$ cat src/rtl/route_mux_pkg.sv
package route_mux_pkg;

   // Number of configuration bits needed for a given total input count
   function automatic int cfg_bits(int n_tot, bit enc);
      return enc ? $clog2(n_tot) : n_tot;
   endfunction

endpackage

$ cat src/rtl/route_mux_cell.sv
module route_mux_cell #(
   parameter int DW = 1
) (
   input  logic [DW-1:0] in0,
   input  logic [DW-1:0] in1,
   input  logic          sel,
   output logic [DW-1:0] out
);
   // Select high passes the first input
   assign out = sel ? in0 : in1;
endmodule

$ cat src/rtl/route_mux_chain.sv
module route_mux_chain #(
   parameter int W = 3
) (
   input  logic         clk,
   input  logic         rst_n,
   input  logic         en,
   input  logic         si,
   output logic         so,
   output logic [W-1:0] act
);
   logic [W-1:0] shadow;
   logic [W-1:0] shadow_nxt;

   generate
      if (W == 1) begin : g_one
         assign shadow_nxt = si;
      end else begin : g_many
         assign shadow_nxt = {shadow[W-2:0], si};
      end
   endgenerate

   assign so = shadow[W-1];

   always_ff @(posedge clk or negedge rst_n) begin
      if (!rst_n) begin
         shadow <= '0;
         act    <= '0;
      end else if (en) begin
         shadow <= shadow_nxt;
      end else begin
         act    <= shadow;
      end
   end


   act_frozen_chk: assert property (@(posedge clk) disable iff (!rst_n)
      en |=> (act == $past(act)));

endmodule

$ cat src/rtl/route_mux_decode.sv
module route_mux_decode #(
   parameter int  NTOT    = 4,
   parameter bit  USE_ENC = 1'b1,
   parameter int  CW      = 2
) (
   input  logic [CW-1:0]   code,
   output logic [NTOT-1:0] onehot
);
   generate
      if (USE_ENC) begin : g_bin
         always_comb begin
            for (int i = 0; i < NTOT; i++) begin
               onehot[i] = (int'(code) == i);
            end
         end
      end else begin : g_raw
         if (CW != NTOT) begin : g_bad_w
            $error("route_mux_decode: raw width must equal input count");
         end
         assign onehot = code[NTOT-1:0];
      end
   endgenerate
endmodule

$ cat src/rtl/route_mux_tree.sv
module route_mux_tree #(
   parameter int N  = 4,
   parameter int DW = 1
) (
   input  logic [N*DW-1:0] leaves,
   input  logic [N-1:0]    sel,
   output logic [DW-1:0]   y
);
   localparam int LVL = $clog2(N);
   localparam int P   = 1 << LVL;

   // Heap layout: node 1 is the root, leaves at P..2P-1
   logic [DW-1:0] nd [1:2*P-1];
   logic          na [1:2*P-1];
   logic          sel_ok;

   generate
      for (genvar i = 0; i < P; i++) begin : g_leaf
         if (i < N) begin : g_real
            assign nd[P+i] = leaves[i*DW +: DW];
            assign na[P+i] = sel[i];
         end else begin : g_pad
            assign nd[P+i] = '0;
            assign na[P+i] = 1'b0;
         end
      end
      for (genvar k = 1; k < P; k++) begin : g_node
         route_mux_cell #(.DW(DW)) u_cell (
            .in0 (nd[2*k]),
            .in1 (nd[2*k+1]),
            .sel (na[2*k]),
            .out (nd[k])
         );
         assign na[k] = na[2*k] | na[2*k+1];
      end
   endgenerate

   assign sel_ok = (sel != '0) &&
                   ((sel & (sel - {{(N-1){1'b0}}, 1'b1})) == '0);
   assign y = (sel_ok && na[1]) ? nd[1] : '0;
endmodule

$ cat src/rtl/route_mux.sv
module route_mux
   import route_mux_pkg::*;
#(
   parameter int N_IN      = 4,
   parameter int DW        = 1,
   parameter bit ADD_CONST = 1'b0,
   parameter bit CONST_VAL = 1'b0,
   parameter bit USE_ENC   = 1'b1
) (
   input  logic                        clk,
   input  logic                        rst_n,
   input  logic                        cfg_en,
   input  logic                        cfg_si,
   output logic                        cfg_so,
   input  logic [N_IN*DW-1:0]          din,
   output logic [DW-1:0]               dout,
   output logic [N_IN+ADD_CONST-1:0]   sel_onehot
);
   localparam int NTOT  = N_IN + int'(ADD_CONST);
   localparam int CFG_W = cfg_bits(NTOT, USE_ENC);

   generate
      if (N_IN < 2) begin : g_chk_n
         $error("route_mux: N_IN must be at least 2");
      end
      if (DW < 1) begin : g_chk_dw
         $error("route_mux: DW must be at least 1");
      end
   endgenerate

   logic [CFG_W-1:0]   cfg_act;
   logic [NTOT*DW-1:0] all_in;

   route_mux_chain #(.W(CFG_W)) u_chain (
      .clk   (clk),
      .rst_n (rst_n),
      .en    (cfg_en),
      .si    (cfg_si),
      .so    (cfg_so),
      .act   (cfg_act)
   );

   route_mux_decode #(.NTOT(NTOT), .USE_ENC(USE_ENC), .CW(CFG_W)) u_dec (
      .code   (cfg_act),
      .onehot (sel_onehot)
   );

   generate
      if (ADD_CONST) begin : g_const
         assign all_in = {{DW{CONST_VAL}}, din};
      end else begin : g_noconst
         assign all_in = din;
      end
   endgenerate

   route_mux_tree #(.N(NTOT), .DW(DW)) u_tree (
      .leaves (all_in),
      .sel    (sel_onehot),
      .y      (dout)
   );

   // a lone select bit routes exactly its input
   generate
      for (genvar i = 0; i < NTOT; i++) begin : g_route_chk
         route_in_chk: assert property (@(posedge clk) disable iff (!rst_n)
            (sel_onehot[i] && $onehot(sel_onehot)) |-> (dout == all_in[i*DW +: DW]));
      end
      if (ADD_CONST) begin : g_const_chk

         const_value_chk: assert property (@(posedge clk) disable iff (!rst_n)
            (sel_onehot == (NTOT'(1) << N_IN)) |-> (dout == {DW{CONST_VAL}}));
      end
      if (USE_ENC) begin : g_dec_chk

         dec_onehot0_chk: assert property (@(posedge clk) disable iff (!rst_n)
            $onehot0(sel_onehot));
      end
   endgenerate


   bad_sel_zero_chk: assert property (@(posedge clk) disable iff (!rst_n)
      !$onehot(sel_onehot) |-> (dout == '0));

endmodule

$ cat config.mk
export PLATFORM = sky130hd
export DESIGN_NAME = route_mux
export DESIGN_NICKNAME = d
export VERILOG_FILES = /design/src/rtl/route_mux_pkg.sv /design/src/rtl/route_mux_cell.sv /design/src/rtl/route_mux_chain.sv /design/src/rtl/route_mux_decode.sv /design/src/rtl/route_mux_tree.sv /design/src/rtl/route_mux.sv
export SDC_FILE = /design/constraint.sdc
export NUM_CORES = 1
export LEC_CHECK = 0
export ABC_AREA = 1
export BUFFER_PORTS_ARGS = -buffer_cell sky130_fd_sc_hd__buf_2
export CAP_MARGIN = 0
export CELL_PAD_IN_SITES_DETAIL_PLACEMENT = 1
export CELL_PAD_IN_SITES_GLOBAL_PLACEMENT = 2
export CORE_AREA = 4 4 45 47
export CTS_CLUSTER_DIAMETER = 40
export DETAILED_ROUTE_END_ITERATION = 12
export DIE_AREA = 0 0 49 51
export PLACE_DENSITY_LB_ADDON = 0.1
export SYNTH_ARGS = -nofsm -noshare
export SYNTH_HDL_FRONTEND = slang
export SYNTH_HIERARCHICAL = 1
export SYNTH_SLANG_ARGS = --single-unit
$ cat constraint.sdc
create_clock -name clk -period 1.46 [get_ports clk]
set_input_delay 0.292 -clock clk [delete_from_list [all_inputs] [get_ports clk]]
set_output_delay 0.292 -clock clk [all_outputs]
set_load 0.02 [all_outputs]
Word level (Yosys, flattened, before mapping)
Index checks and enable logic that the tools add are counted.

storage, ports and cells
  flip-flop bits (word level) = 4
  input port bits = 8
  output and inout port bits = 6

operators by class
  add/subtract/negate cells = 1
  equality and inequality tests = 3
  muxes and demuxes = 4
  bitwise operators = 4
  reductions and logical operators = 5

operator list
  kind                 count
  $and 4x4->4          1
  $eq 2x2->1 const B   2
  $logic_not 4->1      1
  $mux 1               4
  $reduce_bool 4->1    1
  $sub 4x1->4 const B  1
  $or 1x1->1           3
  $eq 2x1->1 const B   1
  $logic_and 1x1->1    2
  $logic_not 2->1      1

Longest topological paths before layout
Gate-level depths: netlist of run 1.

  depth after elaboration = 7
  mapped depth = 9
  gate-level depth less buffers = 9

Hierarchy
Netlist of run 1, hierarchy kept.

modules (own cells, without submodules)
  module            times used  cells an instance  area an instance (um2)  seq. area each (um2)
  route_mux_chain   1           15                 141.4                   100.1
  route_mux_tree    1           15                 62.6                    0.0
  route_mux_cell    3           4                  15.0                    0.0
  route_mux_decode  1           7                  26.3                    0.0

Worst setup path after synthesis of run 1
No wires, ideal clock.

  path type = register -> output
  start point = register u_chain.act[0]
  end point = output port dout
  data arrival time = 1,452 ps
  data required time = 1,168 ps
  path slack = -284 ps
  stages on the path, launching flop included = 8
  buffers on the path = 0
  cell sequence = dfrtp_1 > nor2_1 > inv_1 > nand2_2 > nand2_1 > nand2_1 > nand3_1 > nor2_2

RTL lines
  what                      line                   text
  start: declaration        route_mux_chain.sv:9   output logic [W-1:0] act
  start signal: assignment  route_mux_chain.sv:31  act <= shadow;
  end: declaration          route_mux.sv:16        output logic [DW-1:0] dout,

Worst setup path after layout of run 1
  start point = register u_chain.act[1]
  end point = output port dout

between the ends
  cells in the longest elaborated chain, start to end = 7
  elaborated cells between the ends (all ways) = 17

RTL lines
  what                                line                    text
  $eq 2x2->1 (tied with other cells)  route_mux_decode.sv:13  onehot[i] = (int'(code) == i);
  $sub 4x1->4                         route_mux_tree.sv:39    ((sel & (sel - {{(N-1){1'b0}}, 1'b1})) == '0);
  $and 4x4->4                         route_mux_tree.sv:39
  $logic_not 4->1                     route_mux_tree.sv:39
  $logic_and 1x1->1                   route_mux_tree.sv:38    assign sel_ok = (sel != '0) &&
  $logic_and 1x1->1                   route_mux_tree.sv:40    assign y = (sel_ok && na[1]) ? nd[1] : '0;
  $mux 1 *                            route_mux_tree.sv:40

Mark *: on every way between the ends. The rest lies on a longest branch, timed or not.

==> results.md, run 1 <==
Detailed routing:
- In the routed layout, each cell is associated on average with a via count of roughly 3.7.
- For this run, design rule violations remaining after detail routing come to 0.
- The total length of routed wires is between 700 and 800 um.
- The wire length per cell is between 8 and 9 um.
- The vias after detailed routing is ~320.
- The residual antenna-violating net count after detailed routing is 0.
- The number of iterations in the first detailed-routing pass is 4.
- After the first detailed-routing iteration, the DRC count stood at 2.

Power:
- The worst-case IR drop observed on VDD is 0.4752 mV.
- The overall power consumption is roughly 0.50 mW.
- Power spread over the standard cell area amounts to around 1100 mW/mm^2.
- The analysis attributes to cell leakage a power of between 0.2 and 0.3 nW.

Layout:
- Relative to the synthesized area, the layout overhead comes to 68.64%.
- The final layout contains 79 nets.
- Fill cells in the final layout number about 230.
- The utilization after layout is 0.2811.
- The proportion of layout cells with a drive suffix above 1 is 0.4429.
- The repair_antennas step left the layout with diodes totalling 0.
- Leaving out fill and tap cells, the most frequent cells in the layout are sky130_fd_sc_hd__nand2_1 (26), sky130_fd_sc_hd__buf_2 (11), sky130_fd_sc_hd__inv_1 (7).
- The non-filler instance count after layout is 87.
- The most frequent standard cell in the layout excluding fill and tap cells is sky130_fd_sc_hd__nand2_1.

Outcome:
- The run finished, with violations left.
- The checks that failed: setup timing.

GRT:
- The initial antenna violation count is 0.
- The maximum number of pins on one net before global-route repair is 6.
- The number of global-route vias before repair is just over 300.
- The sum of overflow across all layers after global routing is 0.
- The all-layer global routing usage is 0.06659.
- The first global-routing pass estimated 1.297 mm of wire.

Placed design:
- The HPWL after detailed placement is about 600 um.
- The count of buffers from port buffering is 13.
- In this run, placement finished with an instance count of between 80 and 90.
- The congestion estimate from routability-driven global placement came to 0.6916.

Hold path:
- The worst hold path was traced through 3 stages.
- The end of the worst hold path is u_chain/shadow[0].
- The worst hold path belongs to the class in2reg.
- The start point of the worst min-delay path is cfg_si.

Synthesis:
- Ranked by total cell area, the synthesized netlist is headed by sky130_fd_sc_hd__dfrtp_1 (36%), sky130_fd_sc_hd__nand2_1 (35%), sky130_fd_sc_hd__inv_1 (12%).
- The flip-flop and latch count after synthesis is 4.
- The cell count after synthesis came out at ~50.
- Of the post-synthesis cell area, the dominant cell type holds 0.3636.
- Counting distinct cell types in the post-synthesis netlist gives 8.
- For this run, the register share of the synthesized area comes to 0.3636.
- The mapped netlist covers 275.3 um^2.
- For this run, the number of Yosys warnings is 6.
- The post-synthesis average cell area is 5.618 um^2.
- The total nets after synthesis is 57.
- The cell taking the most area after synthesis is sky130_fd_sc_hd__dfrtp_1.

Timing:
- The final worst-path cycle share is 1.154.
- The slew at the pin closest to its max-slew limit is between 0.15 and 0.2 ns.
- The maximum clock skew at final layout is between 0.007 and 0.008 ns.
- The max-slew violation count came to 0.
- For the finished layout, the period the worst path requires is ~1.7 ns.
- The normalized max-slew margin is 0.8912.
- Across all setup checks in the final design, the least slack found is -0.2244 ns.
- The final setup violation count is 1.
- For this run, the top clock speed supported by timing is slightly below 0.6 GHz.
- The number of failing hold endpoints at the final stage is 0.
- Setup repair after global routing could not meet its margin everywhere.

Critical path:
- The category of the most critical setup path is reg2out.
- The endpoint of the worst-slack reg-to-reg timing path is u_chain/act[1].
- The largest stage delay on the critical path is about 0.46 ns.
- The setup slack on the worst flop-to-flop path is approximately 0.76 ns.
- The most frequent cell on the critical path is sky130_fd_sc_hd__nand2_1.
- The origin of the critical flop-to-flop path is u_chain/act[1].
- On the critical path the largest part of the delay comes from flip-flops.
- The endpoint arrival time on the critical path is between 1 and 1.5 ns.
- The cell with the largest stage delay on the worst path is sky130_fd_sc_hd__dfrtp_2.
- In this run the worst path has a maximum fanout of 5.
- The number of cells traversed by the worst register-to-register path is 2.
- The required time at the endpoint of the critical path is 1.17 ns.
- The signal on the critical path passes through inv_2 > nor2_4 > buf_4 > inv_1 > nand2_1 > nand2_1 > nand2_1 > nor2_4 > buf_6.
- The worst setup path is captured at a primary output.
- Together, buffers and inverters on the worst path number 4.
- The critical path launch point type is a register.

CTS:
- The CTS tree is done.
- The register clock-pin slew on the reported worst setup and hold paths is 0.04 ns.
- The clock buffer count from CTS is 3.
- In this run the deepest clock path goes through 2 buffers.
- CTS built an H-tree with a depth of 1.
- The clock reaches the later pin of the worst-skew pair after about 0.24 ns.
- The post-CTS setup buffer count is 0.
- For this design, the sink count on the clock tree is 4.
- The clock root buffer is sky130_fd_sc_hd__clkbuf_4.

Die:
- The initial cell density of the core is 0.1667.
- After floorplanning, the core was divided into 15 placement rows.
- The full die area is approximately 0.0025 mm^2.
- The floorplan step set the die width to roughly 49 um.
- 14 I/O pins were placed.
- The die outline height is around 51 um.
- The floorplan core area is about 0.0017 mm^2.

Job:
- Max-cap violations in this run came to 0.
## worst max-delay path by stage
stage	start	to	slack, ns	cells after the start
after floorplan	u_chain/act[1]	dout	0.01	8
after global placement	u_chain/act[0]	dout	-0.05	9
after detailed placement	u_chain/act[1]	dout	-0.04	9
after CTS	u_chain/act[1]	dout	-0.27	8
after global routing	u_chain/act[0]	dout	-0.38	8
final	u_chain/act[1]	dout	-0.22	9
## cells in the mapped netlist, drive strengths merged
| cell | n |
|---|---|
| dfrtp | 4 |
| nor2 | 6 |
| nand2 | 27 |
| nand3 | 1 |
| inv | 11 |
## metrics by stage
stage	setup TNS [ns]	worst slack (ns)	instance area (um^2)	hold WS, ns
after floorplan	0	0.01268	310.3	-0.003591
after global placement	-0.04734	-0.04734	419.2	0.1054
after detailed placement	-0.04136	-0.04136	419.2	0.1044
after CTS	-0.2741	-0.2741	461.7	0.2597
after global routing	-0.3769	-0.3769	464.2	0.2853
final	-0.2244	-0.2244	464.2	0.2658
## logic make-up after synthesis
family	share of synthesized area
DFF	0.3637
and+or+nand+nor	0.4864
buffers and inverters	0.1500
## sequential cells by signal, indices dropped and copies added, names as in the netlist
register        count
u_chain/act         2
u_chain/shadow      2
## worst min-delay path, cell delays in order
cell,delay (ns)
sky130_fd_sc_hd__buf_2,0.08
sky130_fd_sc_hd__nand2_1,0.04
sky130_fd_sc_hd__nand2_1,0.05
## metal layers
metal / global-route usage / wire [um]
met5: 0 / 0
met1: 0.08260 / 338
met2: 0.09565 / 326
met4: 0.05381 / 0
met3: 0.01749 / 50
## report_power, final
part | switching, mW | total (mW) | internal [mW]
logic | 0.119 | 0.208 | 0.0891
clock network | 0.0500 | 0.153 | 0.103
registers | 0.0187 | 0.144 | 0.125
## area by class of cell
type	instances	area (um^2)	share of cell area
multi-input cells	34	166.4	0.3585
inverters	11	41.29	0.08895
flip-flops and latches	4	102.6	0.2210
clock buffers	4	26.28	0.05660
repair buffers	17	106.4	0.2291
well taps	17	21.27	0.04582
## what timing repair did
item,in CTS,in global routing
endpoints found under the hold margin,4,0
endpoints found under the setup margin,1,2
resized for setup,3,1
hold buffers,1,0
pin swaps,3,3
(Power assumes the default switching activity.)
==> inputs of run 2 (changes only) <==
--- a/config.mk
+++ b/config.mk
@@ -15,6 +15,7 @@
 export DETAILED_ROUTE_END_ITERATION = 12
 export DIE_AREA = 0 0 49 51
 export PLACE_DENSITY_LB_ADDON = 0.1
+export SETUP_SLACK_MARGIN = 0.02
 export SYNTH_ARGS = -nofsm -noshare
 export SYNTH_HDL_FRONTEND = slang
 export SYNTH_HIERARCHICAL = 1
==> run 2 against run 1 <==
The run still ends with setup timing left. Power grew 0.72%. Die area did not move. Utilization grew 1.6 points. Non-clock buffer count grew 3.
==> results.md, run 2 (synthesis gave the netlist of run 1 again) <==
Outcome:
- The run finished, with violations left.
- The checks that failed: setup timing.

GRT:
- The initial antenna violation count is 0.
- Entering global routing, the biggest net connects 6 pins.
- The first global-routing pass estimated 1.317 mm of wire.
- The number of global-route vias before repair was 342.
- For this run the aggregate overflow at the end of global routing stands at 0.
- The all-layer global routing usage is 0.06785.

Detailed routing:
- The initial detailed-routing violation count is 0.
- The count of nets left with antenna violations once routing finished came out at 0.
- The via-per-instance ratio is about 3.7.
- The wire length per cell is about 8 um.
- The number of remaining DRC errors is 0.
- The vias after detailed routing is 327.
- The total length of routed wires is between 700 and 800 um.
- The number of iterations in the first detailed-routing pass is 1.

CTS:
- The clock reaches the later pin of the worst-skew pair after approximately 0.23 ns.
- The clock buffer count from CTS is 3.
- Clock-pin slew was measured on the worst setup and hold paths at about 0.040 ns.
- In this run the deepest clock path goes through 2 buffers.
- TritonCTS built the clock tree.
- In this run the number of H-tree levels came out at 1.
- The clock root buffer is sky130_fd_sc_hd__clkbuf_4.
- The tree built by TritonCTS fans out to 4 sinks.

Timing:
- The slew at the pin closest to its max-slew limit is between 0.15 and 0.2 ns.
- The hold slack is 0.2643 ns.
- The maximum clock skew at final layout is about 0.0017 ns.
- The final setup violation count is 1.
- The worst-case setup margin in the final layout is -0.2127 ns.
- The max-slew violation count is 0.
- After routing, the total negative slack on setup checks comes to -0.2127 ns.
- In this run the tightest slew margin relative to its limit is 0.8917.
- Timing would allow up to ~0.6 GHz.
- The final worst-path cycle share is 1.146.
- Setup repair after global routing could not meet its margin everywhere.
- The number of failing hold endpoints at the final stage is 0.
- After layout, the minimum clock period comes to roughly 1.7 ns.

Critical path:
- The critical path launch point type is a register.
- In this design, the critical path's most frequently occurring cell is sky130_fd_sc_hd__nand2_1.
- In this run the worst path has a maximum fanout of 5.
- The largest stage delay on the critical path is around 0.44 ns.
- STA classifies the critical path endpoint as a primary output.
- The category of the most critical setup path is reg2out.
- The endpoint arrival time on the critical path is 1.38 ns.
- Walking the worst path, the cells encountered are inv_2 > nor2_4 > nand2_1 > nand2_1 > nand2_1 > nand2_1 > nand3_2 > nor2_4 > buf_6.
- For this design, the slowest cell found on the critical path is sky130_fd_sc_hd__dfrtp_2.
- For the worst setup path, the data required time is between 1 and 1.5 ns.

Job:
- The total of max-cap violations is 0.

Hold path:
- The path category of the worst min-delay check is in2reg.

Layout:
- The number of antenna cells inserted is 0.
- The utilization after layout is 0.2970.
- The non-filler instance count after layout is between 80 and 90.
- The proportion of layout cells with a drive suffix above 1 is 0.4722.
- The number of fill cells in the layout is 219.
- The largest registers in the layout are u_chain/act (2), u_chain/shadow (2).
- In the layout the commonest cells are sky130_fd_sc_hd__nand2_1 (25), sky130_fd_sc_hd__buf_2 (9), sky130_fd_sc_hd__buf_4 (9).
- At the end of the flow, the number of nets in the layout was between 80 and 90.
- The most frequent standard cell in the layout excluding fill and tap cells is sky130_fd_sc_hd__nand2_1.
- The area growth from synthesis to layout is 78.18%.

Die:
- The die span in x is about 49 um.
- The floorplan core area is 0.001652 mm^2.
- The number of placement rows is 15.
- The floorplan step defined a die boundary enclosing 0.002499 mm^2.
- In this run the count of I/O pins placed on the die edge is 14.
- The die outline height is around 51 um.
- The initial cell density of the core is 0.1667.

Power:
- Summed over all cells, the static leakage comes to about 0.3 nW.
- The power density over cell area is around 1000 mW/mm^2.
- IR analysis of the VDD net gives a maximum drop of around 0.54 mV.

Placed design:
- Summed over all nets, the half-perimeter wirelength after detailed placement is 611.4 um.
- Routability-driven placement finished with a final weighted congestion of between 0.6 and 0.7.
- Counting tap cells, the placed design contains a total of a little over 80 instances.
- The count of buffers from port buffering is 13.
==> run 2: area by class of cell <==
class                      instances  area, um^2  area share
clock buffer                       3       22.52     0.04592
inverter                          11       41.29     0.08418
multi-input combinational         34       168.9      0.3444
sequential                         4       102.6      0.2092
tap                               17       21.27     0.04337
timing repair buffer              20       133.9      0.2730
==> run 2: worst paths after layout <==
path,end,slack [ns],start,depth (start not counted)
setup / recovery,dout,-0.21,u_chain/act[1],9
hold / removal,u_chain/shadow[0],0.26,cfg_si,3
setup reg to reg,u_chain/act[1],0.76,u_chain/act[1],2
hold reg to reg,u_chain/shadow[1],0.48,u_chain/shadow[0],2
max in group asynchronous,u_chain/act[0],0.93,rst_n,2
min in group asynchronous,u_chain/shadow[1],0.40,rst_n,2
==> run 2: worst max-delay path, delay by kind of cell, from the launching register on <==
kind	cells	cell delay, ns
flip-flops	1	0.44
buffers and inverters	2	0.17
AND/OR/NAND/NOR	7	0.54
==> run 2: timing repair <==
action	4_1_cts	5_1_grt
pin swaps	3	1
hold buffers	1	0
gates cloned	0	0
endpoints found under the setup margin	3	4
resized for setup	4	2
buffers inserted	2	0
endpoints found under the hold margin	4	0
==> run 2: metal layers <==
layer,track usage,wire (um),share of wire,vias to the layer above
li1,-,-,-,188
met1,0.08099,350,0.49,131
met2,0.1022,306,0.43,8
met3,0.03499,54,0.076,0
met4,0.02691,0,0,0
met5,0,0,0,-
==> run 2: metrics by stage <==
| step | area (um^2) | total power [mW] | setup slack, ns |
|---|---|---|---|
| 2_1_floorplan | 310.3 | 0.2755 | 0.03049 |
| 3_3_place_gp | 426.7 | 0.3476 | -0.06064 |
| 3_5_place_dp | 426.7 | 0.3485 | -0.04600 |
| 4_1_cts | 485.5 | 0.5175 | -0.2418 |
| 5_1_grt | 490.5 | 0.5592 | -0.3409 |
| 6_report | 490.5 | 0.5077 | -0.2127 |
==> run 2: report_power, final <==
group	switching, mW	internal (mW)	total, mW	leakage (nW)
sequential	0.0186	0.125	0.144	0.0474
clock	0.0414	0.0917	0.133	0.0138
combinational	0.122	0.109	0.231	0.235
